<file path="src/rtl/evcnt_pkg.sv">
package evcnt_pkg;

   typedef enum logic [1:0] {
      POL_FALL = 2'b00,
      POL_RISE = 2'b01,
      POL_BOTH = 2'b10,
      POL_NONE = 2'b11
   } pol_e;

   localparam logic [1:0] OP_EVENT = 2'b01;

   typedef struct packed {
      logic       src_casc;
      logic       spare6;
      logic       rsv5;
      logic       rsv4;
      pol_e       pol;
      logic [1:0] op;
   } mode_t;

   localparam int MODE_W = $bits(mode_t);

   localparam logic [1:0] SEL_MODE   = 2'd0;
   localparam logic [1:0] SEL_RELOAD = 2'd1;
   localparam logic [1:0] SEL_COUNT  = 2'd2;

   function automatic mode_t mode_clean(input logic [MODE_W-1:0] raw);
      mode_t m;
      m      = mode_t'(raw);
      m.rsv5 = 1'b0;
      return m;
   endfunction

endpackage

</file>
<file path="src/rtl/evcnt_edge.sv">
module evcnt_edge
   import evcnt_pkg::*;
#(
   parameter int SYNC_STAGES = 2
) (
   input  logic clk,
   input  logic rst_n,
   input  logic pin,
   input  pol_e pol,
   output logic evt
);

   if (SYNC_STAGES < 2) begin : g_bad_sync
      $error("evcnt_edge: SYNC_STAGES must be at least 2");
   end

   logic [SYNC_STAGES-1:0] sync_q;
   logic                   prev_q;
   logic                   cur;
   logic                   rise;
   logic                   fall;

   always_ff @(posedge clk or negedge rst_n) begin
      if (!rst_n) begin
         sync_q <= '0;
         prev_q <= 1'b0;
      end else begin
         sync_q <= {sync_q[SYNC_STAGES-2:0], pin};
         prev_q <= sync_q[SYNC_STAGES-1];
      end
   end

   assign cur  = sync_q[SYNC_STAGES-1];
   assign rise = cur & ~prev_q;
   assign fall = ~cur & prev_q;

   always_comb begin
      unique case (pol)
         POL_FALL: evt = fall;
         POL_RISE: evt = rise;
         POL_BOTH: evt = rise | fall;
         POL_NONE: evt = 1'b0;
      endcase
   end

endmodule

</file>
<file path="src/rtl/evcnt_core.sv">
module evcnt_core
   import evcnt_pkg::*;
#(
   parameter int CNT_W = 16
) (
   input  logic              clk,
   input  logic              rst_n,
   input  logic              mode_wr,
   input  logic [MODE_W-1:0] mode_wdata,
   input  logic              reld_wr,
   input  logic [CNT_W-1:0]  reld_wdata,
   input  logic              start,
   input  logic              pin_evt,
   input  logic              casc_evt,
   output mode_t             mode_q,
   output logic [CNT_W-1:0]  reld_q,
   output logic [CNT_W-1:0]  cnt_q,
   output logic              uf_now,
   output logic              irq
);

   logic run;
   logic evt;
   logic at_zero;

   assign run     = start && (mode_q.op == OP_EVENT);
   assign evt     = mode_q.src_casc ? casc_evt : pin_evt;
   assign at_zero = (cnt_q == '0);
   assign uf_now  = run && evt && at_zero;

   always_ff @(posedge clk or negedge rst_n) begin
      if (!rst_n) begin
         mode_q <= '0;
         reld_q <= '0;
         cnt_q  <= '0;
         irq    <= 1'b0;
      end else begin
         irq <= uf_now;
         if (mode_wr) begin
            mode_q <= mode_clean(mode_wdata);
         end
         if (reld_wr) begin
            reld_q <= reld_wdata;
         end
         if (run && evt) begin
            cnt_q <= at_zero ? reld_q : cnt_q - CNT_W'(1);
         end else if (reld_wr && !run) begin
            cnt_q <= reld_wdata;
         end
      end
   end

endmodule

</file>
<file path="src/rtl/evcnt_group.sv">
module evcnt_group
   import evcnt_pkg::*;
#(
   parameter int NUM_CNT     = 3,
   parameter int CNT_W       = 16,
   parameter int ADDR_W      = 4,
   parameter int SYNC_STAGES = 2
) (
   input  logic               clk,
   input  logic               rst_n,
   input  logic               bus_wr,
   input  logic [ADDR_W-1:0]  bus_addr,
   input  logic [CNT_W-1:0]   bus_wdata,
   output logic [CNT_W-1:0]   bus_rdata,
   input  logic [NUM_CNT-1:0] evt_pin,
   output logic [NUM_CNT-1:0] irq
);

   localparam int IDX_W    = ADDR_W - 2;
   localparam int CTRL_IDX = NUM_CNT;

   if (NUM_CNT < 2) begin : g_bad_num
      $error("evcnt_group: NUM_CNT must be at least 2");
   end
   if (CNT_W < MODE_W || CNT_W < NUM_CNT) begin : g_bad_width
      $error("evcnt_group: CNT_W too narrow for mode or control register");
   end
   if (ADDR_W < 3 || (NUM_CNT + 1) > (1 << IDX_W)) begin : g_bad_addr
      $error("evcnt_group: ADDR_W too small for the register map");
   end

   logic [IDX_W-1:0] idx;
   logic [1:0]       sel;

   assign idx = bus_addr[ADDR_W-1:2];
   assign sel = bus_addr[1:0];

   logic [NUM_CNT-1:0]            mode_wr;
   logic [NUM_CNT-1:0]            reld_wr;
   logic                          ctrl_wr;
   logic [NUM_CNT-1:0]            start_q;
   mode_t [NUM_CNT-1:0]           mode_all;
   logic [NUM_CNT-1:0][CNT_W-1:0] reld_all;
   logic [NUM_CNT-1:0][CNT_W-1:0] cnt_all;

   always_comb begin
      for (int k = 0; k < NUM_CNT; k++) begin
         mode_wr[k] = bus_wr && (idx == IDX_W'(k)) && (sel == SEL_MODE);
         reld_wr[k] = bus_wr && (idx == IDX_W'(k)) && (sel == SEL_RELOAD);
      end
      ctrl_wr = bus_wr && (idx == IDX_W'(CTRL_IDX)) && (sel == SEL_MODE);
   end

   always_ff @(posedge clk or negedge rst_n) begin
      if (!rst_n) begin
         start_q <= '0;
      end else if (ctrl_wr) begin
         start_q <= bus_wdata[NUM_CNT-1:0];
      end
   end

   for (genvar i = 0; i < NUM_CNT; i++) begin : g_cnt
      logic  casc_in;
      logic  uf_loc;
      logic  pin_evt;
      mode_t mode_loc;

      if (i == 0) begin : g_ring
         assign casc_in = irq[NUM_CNT-1];
      end else begin : g_chain
         assign casc_in = g_cnt[i-1].uf_loc;
      end

      evcnt_edge #(
         .SYNC_STAGES(SYNC_STAGES)
      ) u_edge (
         .clk  (clk),
         .rst_n(rst_n),
         .pin  (evt_pin[i]),
         .pol  (mode_loc.pol),
         .evt  (pin_evt)
      );

      evcnt_core #(
         .CNT_W(CNT_W)
      ) u_core (
         .clk       (clk),
         .rst_n     (rst_n),
         .mode_wr   (mode_wr[i]),
         .mode_wdata(bus_wdata[MODE_W-1:0]),
         .reld_wr   (reld_wr[i]),
         .reld_wdata(bus_wdata),
         .start     (start_q[i]),
         .pin_evt   (pin_evt),
         .casc_evt  (casc_in),
         .mode_q    (mode_loc),
         .reld_q    (reld_all[i]),
         .cnt_q     (cnt_all[i]),
         .uf_now    (uf_loc),
         .irq       (irq[i])
      );

      assign mode_all[i] = mode_loc;
   end

   always_comb begin
      bus_rdata = '0;
      for (int k = 0; k < NUM_CNT; k++) begin
         if (idx == IDX_W'(k)) begin
            unique case (sel)
               SEL_MODE:   bus_rdata = CNT_W'(mode_all[k]);
               SEL_RELOAD: bus_rdata = reld_all[k];
               SEL_COUNT:  bus_rdata = cnt_all[k];
               default:    bus_rdata = '0;
            endcase
         end
      end
      if (idx == IDX_W'(CTRL_IDX) && sel == SEL_MODE) begin
         bus_rdata = CNT_W'(start_q);
      end
   end

endmodule

</file>
<file path="config.mk">
export PLATFORM = sky130hd
export DESIGN_NAME = evcnt_group
export DESIGN_NICKNAME = d
export VERILOG_FILES = /design/src/rtl/evcnt_pkg.sv /design/src/rtl/evcnt_edge.sv /design/src/rtl/evcnt_core.sv /design/src/rtl/evcnt_group.sv
export SDC_FILE = /design/constraint.sdc
export NUM_CORES = 1
export LEC_CHECK = 0
export BUFFER_PORTS_ARGS = -buffer_cell sky130_fd_sc_hd__buf_4
export CORE_MARGIN = 2
export CORE_UTILIZATION = 37
export CTS_BUF_LIST = sky130_fd_sc_hd__clkbuf_16
export CTS_CLUSTER_SIZE = 12
export DETAILED_ROUTE_END_ITERATION = 8
export HOLD_SLACK_MARGIN = 0.02
export PLACE_DENSITY_LB_ADDON = 0.2
export SYNTH_ARGS = -nofsm -noshare
export SYNTH_HDL_FRONTEND = slang
export SYNTH_HIERARCHICAL = 1
export SYNTH_SLANG_ARGS = --single-unit
</file>
<file path="constraint.sdc">
create_clock -name clk -period 4.8 [get_ports clk]
set_input_delay 0.24 -clock clk [delete_from_list [all_inputs] [get_ports clk]]
set_output_delay 0.24 -clock clk [all_outputs]
set_load 0.01 [all_outputs]
</file>
# After elaboration in Yosys (flattened, before gate mapping)
# Index checks and enable logic that the tools add are counted.
# Widths: inputs -> output; s select.
[word_totals] input_bits=26 rom_bits=0 latch_bits=0 n_memories=0 mem_bits_rw=0 out_inout_bits=19 regBits=132 wordCells=126
[op_classes] reduce_logical=38 add_sub_neg=3 eq_ne=17 bitwise_logic=15 n_lt_le_gt_ge=0 n_mux=22 div=0 mul=0 shifts=0
[ops] operator="$mux 16" count=13
[ops] operator="$pmux 16 s3" count=3
[ops] operator="$logic_not 16->1" count=3
[ops] operator="$sub 16x1->16 const B" count=3
[ops] operator="$logic_and 1x1->1" count=24
[ops] operator="$eq 2x2->1 const B" count=9
[ops] operator="$eq 2x1->1 const B" count=8
[ops] operator="$pmux 1 s4" count=3
[ops] operator="$logic_not 2->1" count=5
[ops] operator="$and 1x1->1" count=6
[ops] operator="$not 1->1" count=6
[ops] operator="$reduce_bool 2->1" count=3
[ops] operator="$logic_not 1->1" count=3
[ops] operator="$mux 1" count=3
[ops] operator="$or 1x1->1" count=3

# Longest topological paths before layout
[logic_depth] depth_word=13 ltp_mapped=19 depth_no_buf=15

# Hierarchy
# The synthesis kept the hierarchy.
[by_module_without_submodules] mod="evcnt_core" area_each_um2=2114.5 instances=3 cells_per_inst=197 seq_area_each_um2=1001.0
[by_module_without_submodules] mod="evcnt_group" area_each_um2=1331.3 instances=1 cells_per_inst=180 seq_area_each_um2=75.1
[by_module_without_submodules] mod="evcnt_edge" area_each_um2=130.1 instances=3 cells_per_inst=10 seq_area_each_um2=75.1

# Least setup slack after synthesis
# No wires, ideal clock.
[synth_path] path_type="reg2reg" startpoint="register g_cnt[0].u_edge.sync_q[1]" endpoint="register g_cnt[2].u_core.cnt_q[12]" synth_period_minus_slack_ns=3.337 path_slack_ns=1.463 required_ns=4.681 setup_ns=0.119 stages_incl_launch_ff=19 t_arrival_ns=3.218 n_path_buf=4 path_cell_list="dfrtp_1 -> inv_1 -> ha_1 -> o22ai_1 -> mux2i_1 -> or2_2 -> clkbuf_1 -> nor2_1 -> mux2i_1 -> or2_2 -> clkbuf_1 -> nor2_1 -> mux2i_1 -> or2_2 -> clkbuf_1 -> clkbuf_1 -> a31oi_1 -> a2bb2oi_1 -> nor2_1"
[synth_between] elab_chain_len=13 elab_cells_between_ends=15 classes_between="mux (5); bitwise (4); reduce/logical (6)"
[synth_lines] element="start: declaration" line_no="evcnt_edge.sv:17" rtl="logic [SYNC_STAGES-1:0] sync_q;"
[synth_lines] element="start signal: assignment" line_no="evcnt_edge.sv:28" rtl="sync_q <= {sync_q[SYNC_STAGES-2:0], pin};"
[synth_lines] element="$not 1->1" line_no="evcnt_edge.sv:35" rtl="assign fall = ~cur & prev_q;"
[synth_lines] element="$and 1x1->1" line_no="evcnt_edge.sv:35"
[synth_lines] element="$or 1x1->1" line_no="evcnt_edge.sv:41" rtl="POL_BOTH: evt = rise | fall;"
[synth_lines] element="$pmux 1 s4 *" line_no="evcnt_edge.sv:38" rtl="unique case (pol)"
[synth_lines] element="named net g_cnt[0].pin_evt" line_no="evcnt_group.sv:65" rtl="logic pin_evt;"
[synth_lines] element="$mux 1 *" line_no="evcnt_core.sv:27" rtl="assign evt = mode_q.src_casc ? casc_evt : pin_evt;"
[synth_lines] element="$logic_and 1x1->1 * (2 in series)" line_no="evcnt_core.sv:29" rtl="assign uf_now = run && evt && at_zero;"
[synth_lines] element="named net g_cnt[0].uf_loc" line_no="evcnt_group.sv:64" rtl="logic uf_loc;"
[synth_lines] element="$mux 1 *" line_no="evcnt_core.sv:27"
[synth_lines] element="$logic_and 1x1->1 * (2 in series)" line_no="evcnt_core.sv:29"
[synth_lines] element="named net g_cnt[1].uf_loc" line_no="evcnt_group.sv:64"
[synth_lines] element="$mux 1 *" line_no="evcnt_core.sv:27"
[synth_lines] element="$logic_and 1x1->1 *" line_no="evcnt_core.sv:45" rtl="if (run && evt) begin"
[synth_lines] element="$mux 16 or $reduce_bool 2->1 (tied branches)"
[synth_lines] element="end signal: assignment" line_no="evcnt_core.sv:46" rtl="cnt_q <= at_zero ? reld_q : cnt_q - CNT_W'(1);"
[synth_lines] element="end signal: assignment" line_no="evcnt_core.sv:48" rtl="cnt_q <= reld_wdata;"
[synth_lines] element="end: declaration" line_no="evcnt_core.sv:17" rtl="output logic [CNT_W-1:0] cnt_q,"
# The timed path passes the listed nets; every way through them passes the cells marked *.
# A chain may end at the register's enable or synchronous reset.

# Worst setup path in the final report
[layout_path] startpoint="register g_cnt[0].u_edge.sync_q[1]" endpoint="register g_cnt[2].u_core.cnt_q[8]"
# The elaborated chain is that of the path after synthesis.

==> flow_summary.yaml <==
route:
  wl_um: 23400
  firstDrtPassIters: 5
  wire_per_inst_um: 21.0
  drc: 0
  via_per_inst: 5.78
  ant_nets: 0
  num_vias: 6432
  drt_iter0_drc: 454
yosys:
  synth_area_leaders: "dfrtp_1 (41%), mux2_2 (12%), mux2i_1 (3.6%)"
  synth_edf_count: 0
  synth_cell_type_count: 61
  async_reset_ff_frac: 1.00
  synth_top_area_share: 0.410
  yosysWarnings: 6
  netlist_area_um2: 8070
  synthFlopType: "dfrtp_1"
  yosysMostFrequentCell: "dfrtp_1"
  yosysTopAreaCell: "dfrtp_1"
  syn-num-nets: 839
  seq_area_frac_synth: 0.410
  synth.avg_cell_area_um2: 10.1
  synth_cells: 801
  ys_seq_elements: 132
  synth_commonest_cells: "dfrtp_1 (132), mux2_2 (85), nand2_1 (56), o21ai_0 (54), nor2_1 (46)"
power_and_ir_drop:
  peakVddDrop_v: 0.000211
  power_leakage_nw: 3.70
  p_total_mw: 4.59
  p_per_area_nw_per_um2: 500
cts:
  cts_sinks: 132
  htree_levels: 4
  clock_latency_ns: 0.42
  ctsLongestPathBuffers: 2
  clk_pin_slew_ns: 0.06
  cts.root.buffer_cell: "clkbuf_16"
  postCtsSetupBuffers: 0
  cts-buffers-inserted: 17
  postCtsHoldBufs: 4
  ctsResizeCount: 0
  cts_tree: "built"
setup_path:
  worstPathRequired_ns: 5.11
  startpoint_type: "register"
  reg2reg_to: "g_cnt[2].u_core/cnt_q[8]$_DFFE_PN0P_"
  path_max_fanout: 15
  critPathKind: "register to register"
  rr_startpoint: "g_cnt[0].u_edge/sync_q[1]$_DFF_PN0_"
  worstSetupEndpointType: "register"
  regToRegSetupSlack_ns: 0.64
  cp-startpoint: "g_cnt[0].u_edge/sync_q[1]$_DFF_PN0_"
  cp-endpoint: "g_cnt[2].u_core/cnt_q[8]$_DFFE_PN0P_"
  cp.arrival_ns: 4.47
  r2r_cells: 14
global_route:
  met2_usage: 0.338
  grt_overflow: 0
  use_met1: 0.306
  grt_pass1_wl_um: 37300
  grt_max_degree: 106
  antenna_found_initial: 0
  grt.busiest_layer: "met2"
  grt_use_met3: 0.0335
  grt_pass1_vias: 6279
  track_usage: 0.214
die:
  initial_core_util: 0.373
  die_h_um: 152
  std_cell_rows: 54
  die_area_um2: 23000
  core_area_um2: 21600
  die_x_um: 152
  pin_count: 45
sta:
  fin_crit_sh: 0.867
  fin_crit_ns: 4.16
  hold_viol_final: 0
  setup_viol: 0
  grt_setup_unrepaired: "false"
  finClkSkew_ns: 0.00634
  slew_violations: 0
  relSlewSlack: 0.278
  tightest_slew_ns: 1.07
  setup_tns_ns: 0
  max_clock_freq_mhz: 240
placed_design:
  hpwl_um: 16200
  place_area_um2: 8510
  portBuffers: 44
  gp_congestion: 0.819
finish:
  fillers: 2136
  drive_gt1_frac: 0.244
  insertedDiodeCount: 0
  stdcell_area_um2: 9190
  area_delta_synth_final_pct: 13.9
  nNetsFinal: 858
worst_hold_path:
  min_path_type: "primary input to register"
run_status:
  status: "complete, no violations"
run:
  drv_cap: 0
where the power goes:
group          leakage (nW)  switching (mW)  total, mW  internal (mW)
logic                  1.82           0.590       1.22          0.634
registers              1.58           0.514       1.97           1.45
clock network         0.300           0.525       1.40          0.873
total                  3.70            1.63       4.59           2.96
per-layer routing:
metal / part of all wire / vias to the layer above
met1: 0.47 / 3239
met3: 0.044 / 18
met5: 0 / -
met4: 0.014 / 0
li1: - / 3025
met2: 0.47 / 150
state kept, by name, summed over array words and instances, names as in the netlist:
signal / flops
g_cnt.u_core/cnt_q: 48
g_cnt.u_core/reld_q: 48
g_cnt.u_core/mode_q: 21
g_cnt.u_edge/sync_q: 6
g_cnt.u_core/irq: 3
g_cnt.u_edge/prev_q: 3
start_q: 3
placed cells by master, fill, tap and decap left out, types with 4 or more instances in the layout:
cell,instances
a22oi_1,28
nand2_1,56
inv_1,20
dfrtp_1,132
o211ai_1,9
o221a_2,4
or2_2,4
and3_1,6
o31ai_1,9
nor3_1,21
o311ai_0,6
dlygate4sd3_1,4
xnor2_1,9
clkbuf_16,17
a31oi_1,8
mux2_2,85
nand3_1,15
and4_1,6
nand2b_1,6
a211oi_1,6
buf_4,56
o22a_1,7
bufinv_16,4
a2bb2oi_1,6
a21oi_1,24
and2_1,9
a221o_1,6
mux2i_1,29
o21ai_0,54
xor2_1,12
nand3b_1,9
a221oi_1,9
ha_1,12
nor3b_1,6
o22ai_1,21
nor2_1,46
nor4_4,6
worst max-delay path, cell delays in order (launching register included):
cell,delay [ns]
dfrtp_1,0.36
inv_1,0.05
ha_1,0.28
o22ai_1,0.23
mux2i_1,0.15
or2_2,0.44
nor2_1,0.37
mux2i_1,0.15
or2_2,0.45
nor2_1,0.27
mux2i_1,0.13
or2_2,0.44
nand2_1,0.29
o31ai_1,0.13
a221o_1,0.30
cell families after synthesis:
| family | count (synthesis) | synth area share |
|---|---|---|
| AND/OR/NAND/NOR | 215 | 0.151 |
| adder cells (fa/ha/maj) | 12 | 0.0186 |
| buffers and inverters | 82 | 0.0520 |
| XOR/XNOR | 21 | 0.0228 |
| AO/OA/AOI/OAI | 222 | 0.190 |
| multiplexers | 114 | 0.155 |
| flip-flops | 132 | 0.410 |
| other | 3 | 0.00140 |
final cells by class:
cell class | instances | area [um^2] | area share
Clock buffer | 17 | 425 | 0.0463
Inverter | 21 | 78.8 | 0.00858
Clock inverter | 15 | 205 | 0.0223
Multi-Input combinational cell | 587 | 4350 | 0.474
Sequential cell | 132 | 3300 | 0.360
Tap cell | 280 | 350 | 0.0381
Timing Repair Buffer | 61 | 472 | 0.0514
metrics by stage:
stage	hold slack (ns)	setup slack, ns	utilization	std cells
floorplan	-0.0556	1.46	-	801
global placement	0.334	0.825	0.394	1077
detailed placement	0.337	0.725	0.394	1077
CTS	0.123	0.642	0.425	1113
global route	0.131	0.426	0.425	1113
finish	0.134	0.640	0.425	1113
worst min-delay path by stage:
stage,startpoint,endpoint,depth (start not counted)
CTS,bus_wdata[13],g_cnt[1].u_core/reld_q[13]$_DFFE_PN0P_,2
detailed placement,g_cnt[2].u_edge/sync_q[0]$_DFF_PN0_,g_cnt[2].u_edge/sync_q[1]$_DFF_PN0_,0
global placement,g_cnt[2].u_edge/sync_q[0]$_DFF_PN0_,g_cnt[2].u_edge/sync_q[1]$_DFF_PN0_,0
global route,bus_wdata[13],g_cnt[1].u_core/reld_q[13]$_DFFE_PN0P_,2
floorplan,rst_n,g_cnt[0].u_core/cnt_q[0]$_DFFE_PN0P_,0
finish,bus_wdata[13],g_cnt[2].u_core/reld_q[13]$_DFFE_PN0P_,2
Power figures use the tool's default switching activity.
